### src/rtl/rtc_alm_pkg.sv
package rtc_alm_pkg;

    localparam int BYTE_W    = 8;
    localparam int FIELD_CNT = 4;
    localparam int ALARM_CNT = 2;
    localparam int REG_AW    = 7;
    localparam int FLD_AW    = $clog2(FIELD_CNT);
    localparam int ALM_AW    = (ALARM_CNT > 1) ? $clog2(ALARM_CNT) : 1;
    localparam int MASK_BIT  = BYTE_W - 1;

    typedef logic [BYTE_W-1:0]                  byte_t;
    typedef logic [FIELD_CNT-1:0][BYTE_W-1:0]   field_set_t;
    typedef logic [ALARM_CNT-1:0][FIELD_CNT-1:0][BYTE_W-1:0] alarm_bank_t;

    typedef struct packed {
        logic                 osc_stop;
        logic                 wp;
        logic                 route;
        logic [ALARM_CNT-1:0] en;
    } ctrl_t;

    localparam ctrl_t CTRL_RST = '{osc_stop: 1'b1, wp: 1'b1, route: 1'b0, en: '0};

    function automatic byte_t ctrl_pack(input ctrl_t c);
        return {c.osc_stop, c.wp, 3'b000, c.route, c.en};
    endfunction

    function automatic logic field_pass(input byte_t alm, input byte_t now);
        return alm[MASK_BIT] | (alm[MASK_BIT-1:0] == now[MASK_BIT-1:0]);
    endfunction

endpackage

### src/rtl/rtc_alm_regs.sv
module rtc_alm_regs
    import rtc_alm_pkg::*;
#(
    parameter logic [REG_AW-1:0] CTRL_OFS = 7'h0F
) (
    input  logic                 clk,
    input  logic                 rst,
    input  logic                 bus_sel,
    input  logic [BYTE_W-1:0]    bus_addr,
    input  logic [BYTE_W-1:0]    bus_wdata,
    output ctrl_t                ctrl_q,
    output alarm_bank_t          alm_q,
    output logic [ALARM_CNT-1:0] alm_wr
);
    localparam int ALM_BYTES = ALARM_CNT * FIELD_CNT;

    logic [REG_AW-1:0] idx;
    logic              wr_req;
    logic              wr_ok;
    logic              unused_wdata;

    assign idx          = bus_addr[REG_AW-1:0];
    assign wr_req       = bus_sel & bus_addr[BYTE_W-1];
    assign wr_ok        = wr_req & ~ctrl_q.wp;
    assign unused_wdata = ^bus_wdata[5:3];

    // Control byte: under protection only the protect bit itself moves
    always_ff @(posedge clk) begin
        if (rst) begin
            ctrl_q <= CTRL_RST;
        end else if (wr_req && idx == CTRL_OFS) begin
            ctrl_q.wp <= bus_wdata[6];
            if (!ctrl_q.wp) begin
                ctrl_q.osc_stop <= bus_wdata[7];
                ctrl_q.route    <= bus_wdata[2];
                ctrl_q.en       <= bus_wdata[ALARM_CNT-1:0];
            end
        end
    end

    // Alarm bytes
    always_ff @(posedge clk) begin
        if (rst) begin
            alm_q <= '0;
        end else if (wr_ok && idx < REG_AW'(ALM_BYTES)) begin
            for (int a = 0; a < ALARM_CNT; a++) begin
                for (int f = 0; f < FIELD_CNT; f++) begin
                    if (idx == REG_AW'(a * FIELD_CNT + f))
                        alm_q[a][f] <= bus_wdata;
                end
            end
        end
    end

    // Per-alarm accepted write indication, used to drop its flag
    for (genvar a = 0; a < ALARM_CNT; a++) begin : g_wr
        localparam logic [REG_AW-1:0] BASE = REG_AW'(a * FIELD_CNT);
        localparam logic [REG_AW-1:0] LAST = REG_AW'(a * FIELD_CNT + FIELD_CNT - 1);
        assign alm_wr[a] = wr_ok && (idx >= BASE) && (idx <= LAST);
    end

    assert_wp_freezes_alarms_R2: assert property (@(posedge clk) disable iff (rst)
        ctrl_q.wp |=> $stable(alm_q));

    assert_wp_freezes_ctrl_R2: assert property (@(posedge clk) disable iff (rst)
        ctrl_q.wp |=> ($stable(ctrl_q.osc_stop) && $stable(ctrl_q.route) && $stable(ctrl_q.en)));

endmodule

### src/rtl/rtc_alm_cmp.sv
module rtc_alm_cmp
    import rtc_alm_pkg::*;
(
    input  field_set_t alm,
    input  field_set_t now,
    output logic       hit
);
    logic [FIELD_CNT-1:0] pass;

    for (genvar f = 0; f < FIELD_CNT; f++) begin : g_fld
        assign pass[f] = field_pass(alm[f], now[f]);
    end

    assign hit = &pass;

endmodule

### src/rtl/rtc_alm_irq.sv
module rtc_alm_irq
    import rtc_alm_pkg::*;
(
    input  logic                 clk,
    input  logic                 rst,
    input  logic                 upd,
    input  logic [ALARM_CNT-1:0] hit,
    input  logic                 clr_all,
    input  logic [ALARM_CNT-1:0] alm_wr,
    input  ctrl_t                ctrl,
    output logic [ALARM_CNT-1:0] flags,
    output logic                 irq0_n,
    output logic                 irq1_n
);
    logic [ALARM_CNT-1:0] req;

    for (genvar k = 0; k < ALARM_CNT; k++) begin : g_flag
        always_ff @(posedge clk) begin
            if (rst)
                flags[k] <= 1'b0;
            else if (upd && hit[k])
                flags[k] <= 1'b1;
            else if (clr_all || alm_wr[k])
                flags[k] <= 1'b0;
        end

        assert_flag_needs_match_R5: assert property (@(posedge clk) disable iff (rst)
            $rose(flags[k]) |-> $past(upd && hit[k]));

        assert_flag_sticky_R6: assert property (@(posedge clk) disable iff (rst)
            (flags[k] && !clr_all && !alm_wr[k]) |=> flags[k]);
    end

    assign req    = flags & ctrl.en;
    assign irq0_n = ~(req[0] | (~ctrl.route & req[1]));
    assign irq1_n = ~(ctrl.route & req[1]);

    assert_disabled_quiet_R7: assert property (@(posedge clk) disable iff (rst)
        (ctrl.en == '0) |-> (irq0_n && irq1_n));

endmodule

### src/rtl/rtc_alarm_ctrl.sv
module rtc_alarm_ctrl
    import rtc_alm_pkg::*;
#(
    parameter logic [REG_AW-1:0] CTRL_OFS = 7'h0F,
    parameter logic [REG_AW-1:0] STAT_OFS = 7'h10
) (
    input  logic              clk,
    input  logic              rst,
    input  logic              bus_sel,
    input  logic [BYTE_W-1:0] bus_addr,
    input  logic [BYTE_W-1:0] bus_wdata,
    output logic [BYTE_W-1:0] bus_rdata,
    input  logic              stat_clr,
    input  logic              upd_tick,
    input  logic [BYTE_W-1:0] now_sec,
    input  logic [BYTE_W-1:0] now_min,
    input  logic [BYTE_W-1:0] now_hour,
    input  logic [BYTE_W-1:0] now_day,
    output logic              osc_stop,
    output logic              irq0_n,
    output logic              irq1_n
);
    localparam int ALM_BYTES = ALARM_CNT * FIELD_CNT;

    ctrl_t                ctrl_q;
    alarm_bank_t          alm_q;
    logic [ALARM_CNT-1:0] alm_wr;
    logic [ALARM_CNT-1:0] hit;
    logic [ALARM_CNT-1:0] flags;
    logic                 upd;
    field_set_t           now;
    logic [REG_AW-1:0]    ridx;

    assign now  = {now_day, now_hour, now_min, now_sec};
    assign upd  = upd_tick & ~ctrl_q.osc_stop;
    assign ridx = bus_addr[REG_AW-1:0];

    rtc_alm_regs #(.CTRL_OFS(CTRL_OFS)) regs_i (
        .clk       (clk),
        .rst       (rst),
        .bus_sel   (bus_sel),
        .bus_addr  (bus_addr),
        .bus_wdata (bus_wdata),
        .ctrl_q    (ctrl_q),
        .alm_q     (alm_q),
        .alm_wr    (alm_wr)
    );

    for (genvar a = 0; a < ALARM_CNT; a++) begin : g_cmp
        rtc_alm_cmp cmp_i (
            .alm (alm_q[a]),
            .now (now),
            .hit (hit[a])
        );
    end

    rtc_alm_irq irq_i (
        .clk     (clk),
        .rst     (rst),
        .upd     (upd),
        .hit     (hit),
        .clr_all (stat_clr),
        .alm_wr  (alm_wr),
        .ctrl    (ctrl_q),
        .flags   (flags),
        .irq0_n  (irq0_n),
        .irq1_n  (irq1_n)
    );

    always_comb begin
        bus_rdata = '0;
        if (!bus_addr[BYTE_W-1]) begin
            if (ridx == CTRL_OFS)
                bus_rdata = ctrl_pack(ctrl_q);
            else if (ridx == STAT_OFS)
                bus_rdata = BYTE_W'(flags);
            else if (ridx < REG_AW'(ALM_BYTES))
                bus_rdata = alm_q[ridx[FLD_AW +: ALM_AW]][ridx[FLD_AW-1:0]];
        end
    end

    assign osc_stop = ctrl_q.osc_stop;

    assert_stop_blocks_R5: assert property (@(posedge clk) disable iff (rst)
        ctrl_q.osc_stop |=> !$rose(flags[0]) && !$rose(flags[1]));

    assert_merged_irq1_idle_R8: assert property (@(posedge clk) disable iff (rst)
        !ctrl_q.route |-> irq1_n);

    assert_ctrl_pad_zero_R3: assert property (@(posedge clk) disable iff (rst)
        (!bus_addr[BYTE_W-1] && ridx == CTRL_OFS) |-> (bus_rdata[5:3] == 3'b000));

    assert_write_addr_reads_zero_R9: assert property (@(posedge clk) disable iff (rst)
        bus_addr[BYTE_W-1] |-> (bus_rdata == '0));

endmodule

### config.mk
export PLATFORM = sky130hd
export DESIGN_NAME = rtc_alarm_ctrl
export DESIGN_NICKNAME = d
export VERILOG_FILES = /design/src/rtl/rtc_alm_pkg.sv /design/src/rtl/rtc_alm_regs.sv /design/src/rtl/rtc_alm_cmp.sv /design/src/rtl/rtc_alm_irq.sv /design/src/rtl/rtc_alarm_ctrl.sv
export SDC_FILE = /design/constraint.sdc
export NUM_CORES = 1
export LEC_CHECK = 0
export BUFFER_PORTS_ARGS = -buffer_cell sky130_fd_sc_hd__buf_4
export CAP_MARGIN = 10
export CORE_UTILIZATION = 57
export CTS_CLUSTER_DIAMETER = 80
export DETAILED_ROUTE_END_ITERATION = 6
export PLACE_DENSITY = 0.91
export SLEW_MARGIN = 0
export SYNTH_ARGS = -nofsm -noshare
export SYNTH_HDL_FRONTEND = slang
export SYNTH_SLANG_ARGS = --single-unit
export TNS_END_PERCENT = 1
### constraint.sdc
create_clock -name clk -period 4.7 [get_ports clk]
set_input_delay 0.235 -clock clk [delete_from_list [all_inputs] [get_ports clk]]
set_output_delay 0.235 -clock clk [all_outputs]
set_load 0.1 [all_outputs]
-- Yosys cells after proc, flatten, opt, wreduce, memory -nomap -nowiden
Cells that the tools add are included.
- register bits after elaboration: 71
- output and inout bits: 11
- bits of input ports: 53
- $lt $le $gt $ge: 7
- reduce and logical (&&, ||, !) cells: 24
- multiplexer cells: 12
- bitwise gates (word level): 20
- equality and inequality tests: 17
- operators with widths (kind ; number):
    two-way mux 32 bit ; 2
    equality test 7 bit ; 8
    two-way mux 8 bit ; 5
    equality test 7 x 3 -> 1 bit, second input constant ; 4
    AND reduction 2 bit ; 9
    binary-select mux 8 bit (select 2 bit) ; 1
    equality test 7 x 2 -> 1 bit, second input constant ; 2
    bitwise OR 1 bit ; 9
    logical AND 1 bit ; 8
    AND reduction 4 bit ; 2
    equality test 7 x 1 -> 1 bit, second input constant ; 1
    equality test 7 x 4 -> 1 bit, second input constant ; 1
    equality test 7 x 5 -> 1 bit, second input constant ; 1
    >= comparator 7 x 1 -> 1 bit, second input constant ; 1
    >= comparator 7 x 3 -> 1 bit, second input constant ; 1
    less-or-equal comparator 7 x 2 -> 1 bit, second input constant ; 1
    less-or-equal comparator 7 x 3 -> 1 bit, second input constant ; 1
    zero test 7 bit ; 1
    < comparator 7 x 4 -> 1 bit, second input constant ; 1
    AND 1 bit ; 5
    NOT 1 bit ; 5
    two-way mux 1 bit ; 4
    nonzero test 2 bit ; 2
    < comparator 2 x 3 -> 1 bit, second input constant ; 1
    3 further kinds ; 4

-- Longest topological paths before layout
Gate-level depths: netlist of run 1.
- word-level depth: 8
- depth in mapped cells: 6
- gate-level depth less buffers: 5

-- Cells and area by module
Synthesis of run 1 repeated with hierarchy kept, for this count alone.
- cell total of the unflattened synthesis: 409
- area total of the unflattened synthesis: 4191.5 um^2
- by module, submodules not included (module ; seq. area each (um^2) ; cells an instance ; instances ; area each (um^2)):
    rtc_alm_regs ; 1381.3 ; 262 ; 1 ; 2830.2
    rtc_alarm_ctrl ; 0.0 ; 62 ; 1 ; 645.6
    rtc_alm_cmp ; 0.0 ; 37 ; 2 ; 311.5
    rtc_alm_irq ; 40.0 ; 11 ; 1 ; 92.6

-- Worst setup path before layout of run 1
Ideal clock, no wire load.
- path kind: input port to output port
- from: input bus_addr[0]
- to: output bus_rdata[1]
- stages: 6
- path slack: 1.916 ns
- path buffers: 2
- arrival: 2.549 ns
- cells stage by stage: buf_2 > nand2b_1 > clkbuf_1 > o22ai_1 > o21ai_0 > a21oi_1
- word-level cells in the longest chain between the ends: 6
- elaborated cells between the ends (all ways): 9
- classes of those cells: order compare: 1; eq/ne: 2; mux: 6
- RTL lines (item ; line ; text):
    from (decl) ; rtc_alarm_ctrl.sv:10 ; input logic [BYTE_W-1:0] bus_addr,
    parallel branches: the longest is 4 deep, another holds < comparator 7 x 4 -> 1 bit ; n/a ;
    two-way mux 8 bit * ; rtc_alarm_ctrl.sv:73 ; if (ridx == CTRL_OFS)
    two-way mux 8 bit * ; rtc_alarm_ctrl.sv:72 ; if (!bus_addr[BYTE_W-1]) begin
    to (decl) ; rtc_alarm_ctrl.sv:12 ; output logic [BYTE_W-1:0] bus_rdata,
Mark *: on every way between the ends. The select of a mux whose other input is x is not followed.

-- Worst setup path after layout of run 1
- from: register, netlist name regs_i.ctrl_q[3]
- to: register, netlist name regs_i.alm_q[58]
- word-level cells in the longest chain between the ends: 4
- RTL lines (item ; line ; text):
    NOT 1 bit ; rtc_alm_regs.sv:24 ; assign wr_ok = wr_req & ~ctrl_q.wp;
    AND 1 bit ; rtc_alm_regs.sv:24 ;
    logical AND 1 bit ; rtc_alm_regs.sv:45 ; end else if (wr_ok && idx < REG_AW'(ALM_BYTES)) begin
    AND reduction 2 bit (no source line) ; n/a ;
No other way between the ends.
A chain may end at the register's enable or synchronous reset.

==> results of run 1 <==
==> registers in the layout (all words and copies together) (netlist names) <==
signal and flops:
regs_i.alm_q 64, regs_i.ctrl_q 5, irq_i.flags 2
==> Yosys cell counts (2+ instances only) <==
master | n | area share
a41oi_1 | 4 | 0.0090
mux4_2 | 12 | 0.069
nand2_1 | 22 | 0.021
nor2_1 | 60 | 0.058
nand2b_1 | 6 | 0.0096
nor4_1 | 8 | 0.013
xnor2_1 | 28 | 0.063
xor2_1 | 28 | 0.063
buf_2 | 8 | 0.010
a22oi_1 | 5 | 0.0096
mux2_2 | 3 | 0.0086
o22ai_1 | 7 | 0.011
or2_2 | 2 | 0.0032
nor4_4 | 2 | 0.011
dfxtp_1 | 71 | 0.36
a21oi_1 | 19 | 0.024
clkbuf_1 | 20 | 0.019
mux2i_1 | 63 | 0.16
or3_1 | 2 | 0.0032
o21ai_0 | 19 | 0.024
nand3_1 | 2 | 0.0026
and3_1 | 3 | 0.0048
nand4_1 | 4 | 0.0064
==> routing by layer <==
| layer | share of wire | global-route usage | up-vias |
|---|---|---|---|
| met5 | 0 | 0 | - |
| met4 | 0.036 | 0.136 | 0 |
| met3 | 0.090 | 0.0759 | 46 |
| met2 | 0.50 | 0.528 | 185 |
| met1 | 0.37 | 0.367 | 1615 |
| li1 | - | - | 1524 |
==> power by group <==
part	internal [uW]	switching, uW
clock	435	240
sequential	601	0.00870
combinational	50.0	66.0
total	1090	306
==> metrics by stage <==
step | cells | hold slack (ns)
after global placement | 517 | 0.480
after floorplan | 410 | 0.434
final | 533 | 0.164
after detailed placement | 517 | 0.496
after CTS | 533 | 0.164
after global routing | 533 | 0.185
==> critical path: cells and delay by family (launching register included) <==
kind             cells  cell delay, ns
muxes                1            0.27
DFF                  1            0.33
and+or+nand+nor      4            1.68
==> how the worst max path moves through the flow <==
stage	from	endpoint	slack, ns	cells past startpoint
after detailed placement	bus_addr[5]	regs_i.alm_q[62]	2.09	6
final	regs_i.ctrl_q[3]	regs_i.alm_q[58]	2.26	5
after global routing	regs_i.ctrl_q[3]	regs_i.alm_q[56]	2.17	5
after global placement	bus_addr[5]	regs_i.alm_q[56]	2.11	6
after CTS	regs_i.ctrl_q[3]	regs_i.alm_q[58]	2.31	5
after floorplan	bus_addr[0]	bus_rdata[1]	1.92	6
==> cell type report <==
cell class,count,area share
clock inverters,5,0.0277
clock buffers,11,0.0329
repair buffers,59,0.0961
flip-flops and latches,71,0.308
well taps,77,0.0209
multi-input cells,310,0.514
==> cell families (layout without fill, tap and decap cells) <==
family	Yosys count	count (layout)	synth area share
buffers and inverters	29	75	0.0313
AND/OR/NAND/NOR	121	121	0.161
AO/OA/AOI/OAI	55	55	0.0806
multiplexers	78	78	0.239
XOR/XNOR	56	56	0.125
flip-flops	71	71	0.363
==> summary.txt, run 1 <==
Yosys
  • Post-synth cell types: 35
  • Avg Cell Area, Syn: 9.54 um2
  • Asr flop ratio synth: 0
  • Synth Register Bits: 71
  • Post-synthesis net count: 463
  • Synth warnings: 0
  • Synth Instances: 410
  • Seq/Total Area, Yosys: 0.363
  • EDFF count, synth: 0
  • Top_reg_cell synth: dfxtp_1
  • Post-synthesis cell area: 3910 um2

Floorplanning
  • Core box area: 6490 um2
  • Std cell rows: 29
  • Initial Util: 0.602
  • Die width: 84.9 um
  • Die Y: 84.9 um
  • Die area: 7200 um2
  • # IOs: 64

Power
  • LEAKAGE: 0.00192 uW
  • PD cells: 302 nW/um2
  • Total Power: 1390 uW
  • Worst IR Drop VDD: 0.278 mV

Clocking
  • Deepest clock path buffer count: 2
  • Clk sink count: 71
  • H-tree levels: 3
  • Worst-Skew Late Latency: 0.36 ns
  • Post-CTS resize count: 0
  • Setup repair bufs after CTS: 0
  • CTS tree: done
  • Clock transition at path regs: 0.08 ns
  • CTS root buf: clkbuf_8
  • Inserted Clock Buffers: 9
  • Hold-fix buffers, CTS: 0

Timing
  • Number of endpoints failing setup at the final stage: 0
  • Final period utilization: 0.518
  • Fmax: 410 MHz
  • Final Max Tran Viols: 0
  • RSZ-0062 raised after global routing: no
  • Final WS setup: 2.26 ns
  • Post-route setup TNS: 0 ns
  • Final Critical Period: 2.44 ns
  • Clock Skews: 0.00815 ns
  • Worst slew pin tran: 0.944 ns
  • Slew headroom: 0.368
  • Final Hold Fails: 0

Global routing
  • Vias in the first global route: 3224
  • Gr usage total: 0.307
  • Global route overflow: 0
  • Initial antenna violation count: 0
  • Pin count of the biggest net entering global routing: 72
  • First-pass GRT wire length: 16.6 mm

Placed design
  • GPL Wtd Cong: 0.908
  • Post-DP Area: 4330 um2
  • DP Worst Slack: 2.09 ns
  • Dpl hpwl: 7.46 mm
  • Port Buffer Count: 59

Route
  • Routed via count: 3370
  • Antenna-violating nets left: 0
  • DRC: 2
  • Vias/cell: 6.32
  • Initial DRT Pass Iterations: 7
  • DRT iter0 DRCs: 375
  • Final WL: 10.8 mm
  • Wire per inst: 20.3 um

Setup path
  • Crit Path Category: reg2reg
  • Worst Path Required: 4.92 ns
  • Reg2Reg Depth: 5
  • Critical path endpoint category: register
  • Worst R2R Setup Slack: 2.26 ns
  • Worst reg2reg path endpoint: regs_i.alm_q[58]
  • Crit path max fanout: 21
  • CP peak stage delay: 0.71 ns
  • Critical Path AT: 2.65 ns
  • Crit-path cells: and3b_1, nand4b_2, nor3_4, mux2i_1, nor2_1
  • Reg-to-Reg Start: regs_i.ctrl_q[3]
  • Worst Setup Start Kind: register
  • Critical path's slowest cell: nor3_4

Finish
  • Area grow syn2layout: 17.8%
  • Layout cells sized above 1: 0.221
  • # diodes: 0
  • Final net count: 504
  • Post-layout util: 0.709
  • Most frequent cells in the layout: dfxtp_1 (71), mux2i_1 (63), nor2_1 (60)
  • Commonest non-fill, non-tap cell in the layout: dfxtp_1
  • Post-route cell area: 4610 um2
  • Reg area: 1420 um2
  • Fillers: 471
  • Area of the multi-input gates: 2370 um2

Flow run
  • MaxCap Viol Count: 0

Hold path
  • Hold endpoint: irq_i.flags[0]
  • Hold path depth: 4
  • Worst Hold Class: in2reg
  • Hold Crit Start: stat_clr

Outcome
  • Failing checks: DRC
  • Status: complete, but fails checks
(Power assumes the default switching activity.)
==> inputs of run 2 (changes only) <==
--- a/config.mk
+++ b/config.mk
@@ -7,10 +7,10 @@
 export LEC_CHECK = 0
 export BUFFER_PORTS_ARGS = -buffer_cell sky130_fd_sc_hd__buf_4
 export CAP_MARGIN = 10
-export CORE_UTILIZATION = 57
+export CORE_UTILIZATION = 51
 export CTS_CLUSTER_DIAMETER = 80
 export DETAILED_ROUTE_END_ITERATION = 6
-export PLACE_DENSITY = 0.91
+export PLACE_DENSITY = 0.87
 export SLEW_MARGIN = 0
 export SYNTH_ARGS = -nofsm -noshare
 export SYNTH_HDL_FRONTEND = slang
==> constraint.sdc (replaced) <==
create_clock -name clk -period 2.1 [get_ports clk]
set_input_delay 0.105 -clock clk [delete_from_list [all_inputs] [get_ports clk]]
set_output_delay 0.105 -clock clk [all_outputs]
set_load 0.1 [all_outputs]
==> run 2 against run 1 <==
  * The flow now finishes without violations
  * First-iteration DRC count down 5.3%
  * Clock skew is 0.0038 ns higher
  * Global-route usage fell by 2.0 points
  * Highest routed layer unchanged
==> summary.txt, run 2 (synthesis results as in run 1) <==
Outcome
  • Status: complete, no violations

Clocking
  • Inserted Clock Buffers: 9
  • H-tree levels: 3
  • CTS tree: done
  • Setup repair bufs after CTS: 0
  • CTS root buf: clkbuf_8
  • Post-CTS resize count: 0
  • Clock transition at path regs: 0.08 ns
  • Hold-fix buffers, CTS: 0
  • Clk sink count: 71
  • Deepest clock path buffer count: 2
  • Worst-Skew Late Latency: 0.36 ns

Power
  • Comb power frac: 0.087
  • P_sw: 690 uW
  • LEAKAGE: 0.00197 uW
  • PD cells: 647 nW/um2
  • Total Power: 3050 uW
  • Seq pwr share: 0.442
  • Switching Fraction: 0.227
  • Internal power: 2350 uW
  • Clock power share: 0.471
  • Worst IR Drop VDD: 0.452 mV

Setup path
  • Worst reg2reg path endpoint: regs_i.alm_q[31]
  • Critical path endpoint category: primary output
  • Worst Setup Start Kind: register
  • Reg2Reg Depth: 6
  • Reg-to-Reg Start: regs_i.ctrl_q[3]
  • Critical Path AT: 1.97 ns
  • Crit Path Category: reg2out
  • Worst Path Required: 2.00 ns
  • CP startpoint: regs_i.alm_q[39]
  • Crit path max fanout: 3
  • Worst setup endpoint: bus_rdata[7]
  • Worst R2R Setup Slack: 0.32 ns

Global routing
  • First-pass GRT wire length: 16.9 mm
  • Initial antenna violation count: 0
  • Global route overflow: 0
  • Pin count of the biggest net entering global routing: 71
  • Gr usage total: 0.288
  • Vias in the first global route: 3330

Flow run
  • MaxCap Viol Count: 0

Finish
  • # diodes: 0
  • Area grow syn2layout: 20.3%
  • Largest regs: regs_i.alm_q (64), regs_i.ctrl_q (5), irq_i.flags (2)
  • Max reg flops: 64
  • Non-filler cells, final: 565
  • Top reg by flops: regs_i.alm_q
  • Layout cells sized above 1: 0.242
  • Fillers: 568
  • Post-route cell area: 4710 um2
  • Most frequent cells in the layout: dfxtp_1 (71), buf_4 (68), mux2i_1 (63)
  • Final net count: 514
  • Commonest non-fill, non-tap cell in the layout: dfxtp_1

Route
  • Antenna-violating nets left: 0
  • Vias/cell: 5.98
  • Final WL: 10.6 mm
  • Routed via count: 3377
  • Initial DRT Pass Iterations: 5
  • Wire per inst: 18.8 um
  • DRT iter0 DRCs: 355
  • DRC: 0

Floorplanning
  • Die area: 8030 um2
  • # IOs: 64
  • Core box area: 7330 um2
  • Die width: 89.6 um
  • Initial Util: 0.534
  • Die Y: 89.6 um
  • Std cell rows: 31

Placed design
  • Post-DP Area: 4440 um2
  • Placed Cells: 549
  • Dpl hpwl: 7.51 mm
  • Port Buffer Count: 59
  • GPL Wtd Cong: 0.946

Timing
  • Slew headroom: 0.516
  • RSZ-0062 raised after global routing: no
  • Number of endpoints failing setup at the final stage: 0
  • Final period utilization: 0.988
  • Final Max Tran Viols: 0
  • Worst slew pin tran: 0.727 ns
  • Clock Skews: 0.0120 ns
  • Fmax: 482 MHz
  • Post-route setup TNS: 0 ns
  • Final Hold Fails: 0
  • Final Critical Period: 2.07 ns

Hold path
  • Worst Hold Class: in2reg
run 2: metal layers:
layer / GRT usage / share of wire / up-vias
met5: 0 / 0 / -
met4: 0.121 / 0.023 / 0
met3: 0.0649 / 0.067 / 33
met2: 0.489 / 0.50 / 149
met1: 0.352 / 0.41 / 1659
li1: - / - / 1536
run 2: worst min path at each step:
stage                       startpoint  slack (ns)               end  cells past startpoint
after global routing          stat_clr        0.04    irq_i.flags[0]                      4
final                         stat_clr        0.04    irq_i.flags[0]                      4
after CTS                     stat_clr        0.04    irq_i.flags[0]                      4
after detailed placement      stat_clr        0.42    irq_i.flags[0]                      4
after floorplan               stat_clr        0.30    irq_i.flags[0]                      3
after global placement    bus_wdata[4]        0.42  regs_i.alm_q[52]                      3
run 2: cell type report:
cell class	count	area, um2	area share
multi-input combinational	310	2370	0.505
sequential	71	1420	0.302
timing repair buffer	69	522	0.111
clock buffer	12	165	0.0351
tap	99	124	0.0263
clock inverter	4	98.8	0.0210
run 2: power by group through the flow:
stage	clock network (uW)	logic, uW	registers (uW)
after floorplan	0	131	1380
after global placement	0	254	1380
after detailed placement	0	260	1380
after CTS	1430	262	1340
after global routing	1480	281	1340
final	1440	265	1340
run 2: worst max-delay path, cell delays in order, from the launching register on:
cell and delay [ns]:
dfxtp_1 0.36, mux4_2 0.49, mux2_2 0.29, a22oi_1 0.19, nor2_2 0.05, buf_4 0.23
run 2: metrics by stage:
stage                      util  hold WS, ns  worst slack, ns
after floorplan               -        0.304           -0.409
after global placement    0.605        0.417            0.310
after detailed placement  0.605        0.419            0.222
after CTS                 0.641       0.0400           0.0571
after global routing      0.642       0.0433          0.00690
final                     0.642       0.0437           0.0251
==> inputs of run 3 (changes only) <==
--- a/config.mk
+++ b/config.mk
@@ -5,12 +5,12 @@
 export SDC_FILE = /design/constraint.sdc
 export NUM_CORES = 1
 export LEC_CHECK = 0
-export BUFFER_PORTS_ARGS = -buffer_cell sky130_fd_sc_hd__buf_4
 export CAP_MARGIN = 10
-export CORE_UTILIZATION = 51
+export CORE_UTILIZATION = 57
 export CTS_CLUSTER_DIAMETER = 80
 export DETAILED_ROUTE_END_ITERATION = 6
-export PLACE_DENSITY = 0.87
+export DONT_BUFFER_PORTS = 1
+export PLACE_DENSITY = 0.86
 export SLEW_MARGIN = 0
 export SYNTH_ARGS = -nofsm -noshare
 export SYNTH_HDL_FRONTEND = slang
==> run 3 against run 2 <==
  * The run now ends with DRC left
  * Die area down 10%
  * Setup slack better by 0.0085 ns
  * Hold slack better by 0.012 ns
  * First-iteration DRC count down 6.5%
  * Via count down 4.5%
  * Clock skew down 0.0055 ns
  * Core utilization up 2.8 points
  * Clock-buffer cell count down 1
  * Maximum frequency up 0.41%
  * Critical endpoint is now bus_rdata[6]
==> summary.txt, run 3 (synthesis results as in run 1) <==
Route
  • Vias/cell: 6.44
  • Wire per inst: 20.8 um
  • Met2 WL: 5.01 mm
  • Antenna-violating nets left: 0
  • DRT iter0 DRCs: 332
  • Final WL: 10.4 mm
  • Metal-1 WL: 4.11 mm
  • Initial DRT Pass Iterations: 7
  • Metal3 WL: 1.00 mm
  • DRC: 2
  • Routed via count: 3225
  • DR top layer: met4

Power
  • PD cells: 556 nW/um2
  • Total Power: 2420 uW
  • LEAKAGE: 0.00174 uW
  • Worst IR Drop VDD: 0.533 mV

Finish
  • Most frequent cells in the layout: dfxtp_1 (71), mux2i_1 (63), nor2_1 (54)
  • Top reg by flops: regs_i.alm_q
  • Layout cells sized above 1: 0.158
  • Fillers: 505
  • Commonest non-fill, non-tap cell in the layout: dfxtp_1
  • Largest regs: regs_i.alm_q (64), regs_i.ctrl_q (5), irq_i.flags (2)
  • # diodes: 0
  • Max reg flops: 64
  • Area grow syn2layout: 11.2%
  • Final net count: 475

Floorplanning
  • Die area: 7200 um2
  • Initial Util: 0.602
  • Core box area: 6490 um2
  • Std cell rows: 29
  • Die width: 84.9 um
  • Die Y: 84.9 um
  • # IOs: 64

Timing
  • Clock Skews: 0.00651 ns
  • Slew headroom: 0.620
  • Final Critical Period: 2.07 ns
  • Fmax: 484 MHz
  • Final period utilization: 0.984
  • Post-route setup TNS: 0 ns
  • Worst slew pin tran: 0.571 ns
  • Final Max Tran Viols: 0
  • Final Hold Fails: 0
  • Number of endpoints failing setup at the final stage: 0

Setup path
  • CP peak stage delay: 0.48 ns
  • CP Buf/Inv Count: 1
  • CP startpoint: regs_i.alm_q[6]
  • Crit Path Category: reg2out
  • Worst Path Required: 2.00 ns
  • Worst Setup Start Kind: register
  • Delay-heaviest family, CP: multiplexers
  • Critical path's slowest cell: mux4_2
  • Crit-path cells: mux4_2, mux2_2, a22oi_1, nor2_2, buf_4
  • Reg-to-Reg Start: regs_i.ctrl_q[3]
  • Crit path max fanout: 3
  • Critical path endpoint category: primary output
  • Critical Path AT: 1.96 ns

Clocking
  • CTS tree: done
  • Inserted Clock Buffers: 9
  • Worst-Skew Late Latency: 0.35 ns
  • Deepest clock path buffer count: 2
  • Clock transition at path regs: 0.07 ns
  • H-tree levels: 3
  • CTS root buf: clkbuf_8
  • Clk sink count: 71

Global routing
  • Pin count of the biggest net entering global routing: 71
  • First-pass GRT wire length: 16.2 mm
  • Initial antenna violation count: 0
  • Vias in the first global route: 3159
  • Gr usage total: 0.299
  • Global route overflow: 0

Flow run
  • MaxCap Viol Count: 0

Placed design
  • GPL Wtd Cong: 0.908
  • Dpl hpwl: 7.33 mm
  • Port Buffer Count: 0

Hold path
  • Worst Hold Class: in2reg
  • Hold Crit Start: rst

Outcome
  • Status: complete, but fails checks
  • Failing checks: DRC
run 3: cell count changes in the layout (fill, tap and decap cells not counted), sizes merged:
cell         before  now
buf              69   20
bufinv            3    0
clkinv            0    2
dlygate4sd3       0   10
clkbuf           12   11
inv               1    0
run 3: worst paths after layout:
path                            to  slack, ns  depth (start not counted)
hold reg to reg   regs_i.alm_q[47]       0.51                          2
hold / removal      irq_i.flags[1]       0.06                          3
setup / recovery      bus_rdata[6]       0.03                          5
setup reg to reg  regs_i.alm_q[45]       0.06                          7
run 3: layer usage:
| metal | track usage | vias up |
|---|---|---|
| met5 | 0 | - |
| met4 | 0.106 | 0 |
| met3 | 0.0856 | 36 |
| met2 | 0.504 | 186 |
| met1 | 0.369 | 1545 |
| li1 | - | 1458 |
run 3: worst register-to-register path: stages, from the launching register on:
cell	delay, ns
dfxtp_1	0.33
and3b_1	0.32
nand4b_2	0.19
buf_4	0.24
nor2_4	0.17
nand2_1	0.07
a21oi_1	0.11
dlygate4sd3_1	0.55
run 3: stage by stage:
stage	hold slack, ns	setup WS, ns	area [um2]	utilization	instances
after floorplan	0.304	-0.409	3920	-	410
after global placement	0.181	0.421	4040	0.622	473
after detailed placement	0.184	0.370	4040	0.622	473
after CTS	0.0398	0.0299	4320	0.665	497
after global routing	0.0541	-0.0115	4350	0.670	501
final	0.0560	0.0336	4350	0.670	501
run 3: layout make-up:
cell class | instances | area [um2] | share of cell area
multi-input cells | 310 | 2390 | 0.550
repair buffers | 30 | 287 | 0.0659
clock inverters | 2 | 10.0 | 0.00230
flip-flops and latches | 71 | 1420 | 0.327
well taps | 77 | 96.3 | 0.0221
clock buffers | 11 | 141 | 0.0325
run 3: power by group:
part,internal (uW),switching [uW]
combinational,73.2,86.1
sequential,1350,0.0241
clock,437,476
run 3: timing repair:
action | 4_1_cts | 5_1_grt
hold buffers | 11 | 0
hold endpoints to repair | 71 | 0
resized for setup | 0 | 1
setup buffers | 0 | 4
setup endpoints to repair | 0 | 2
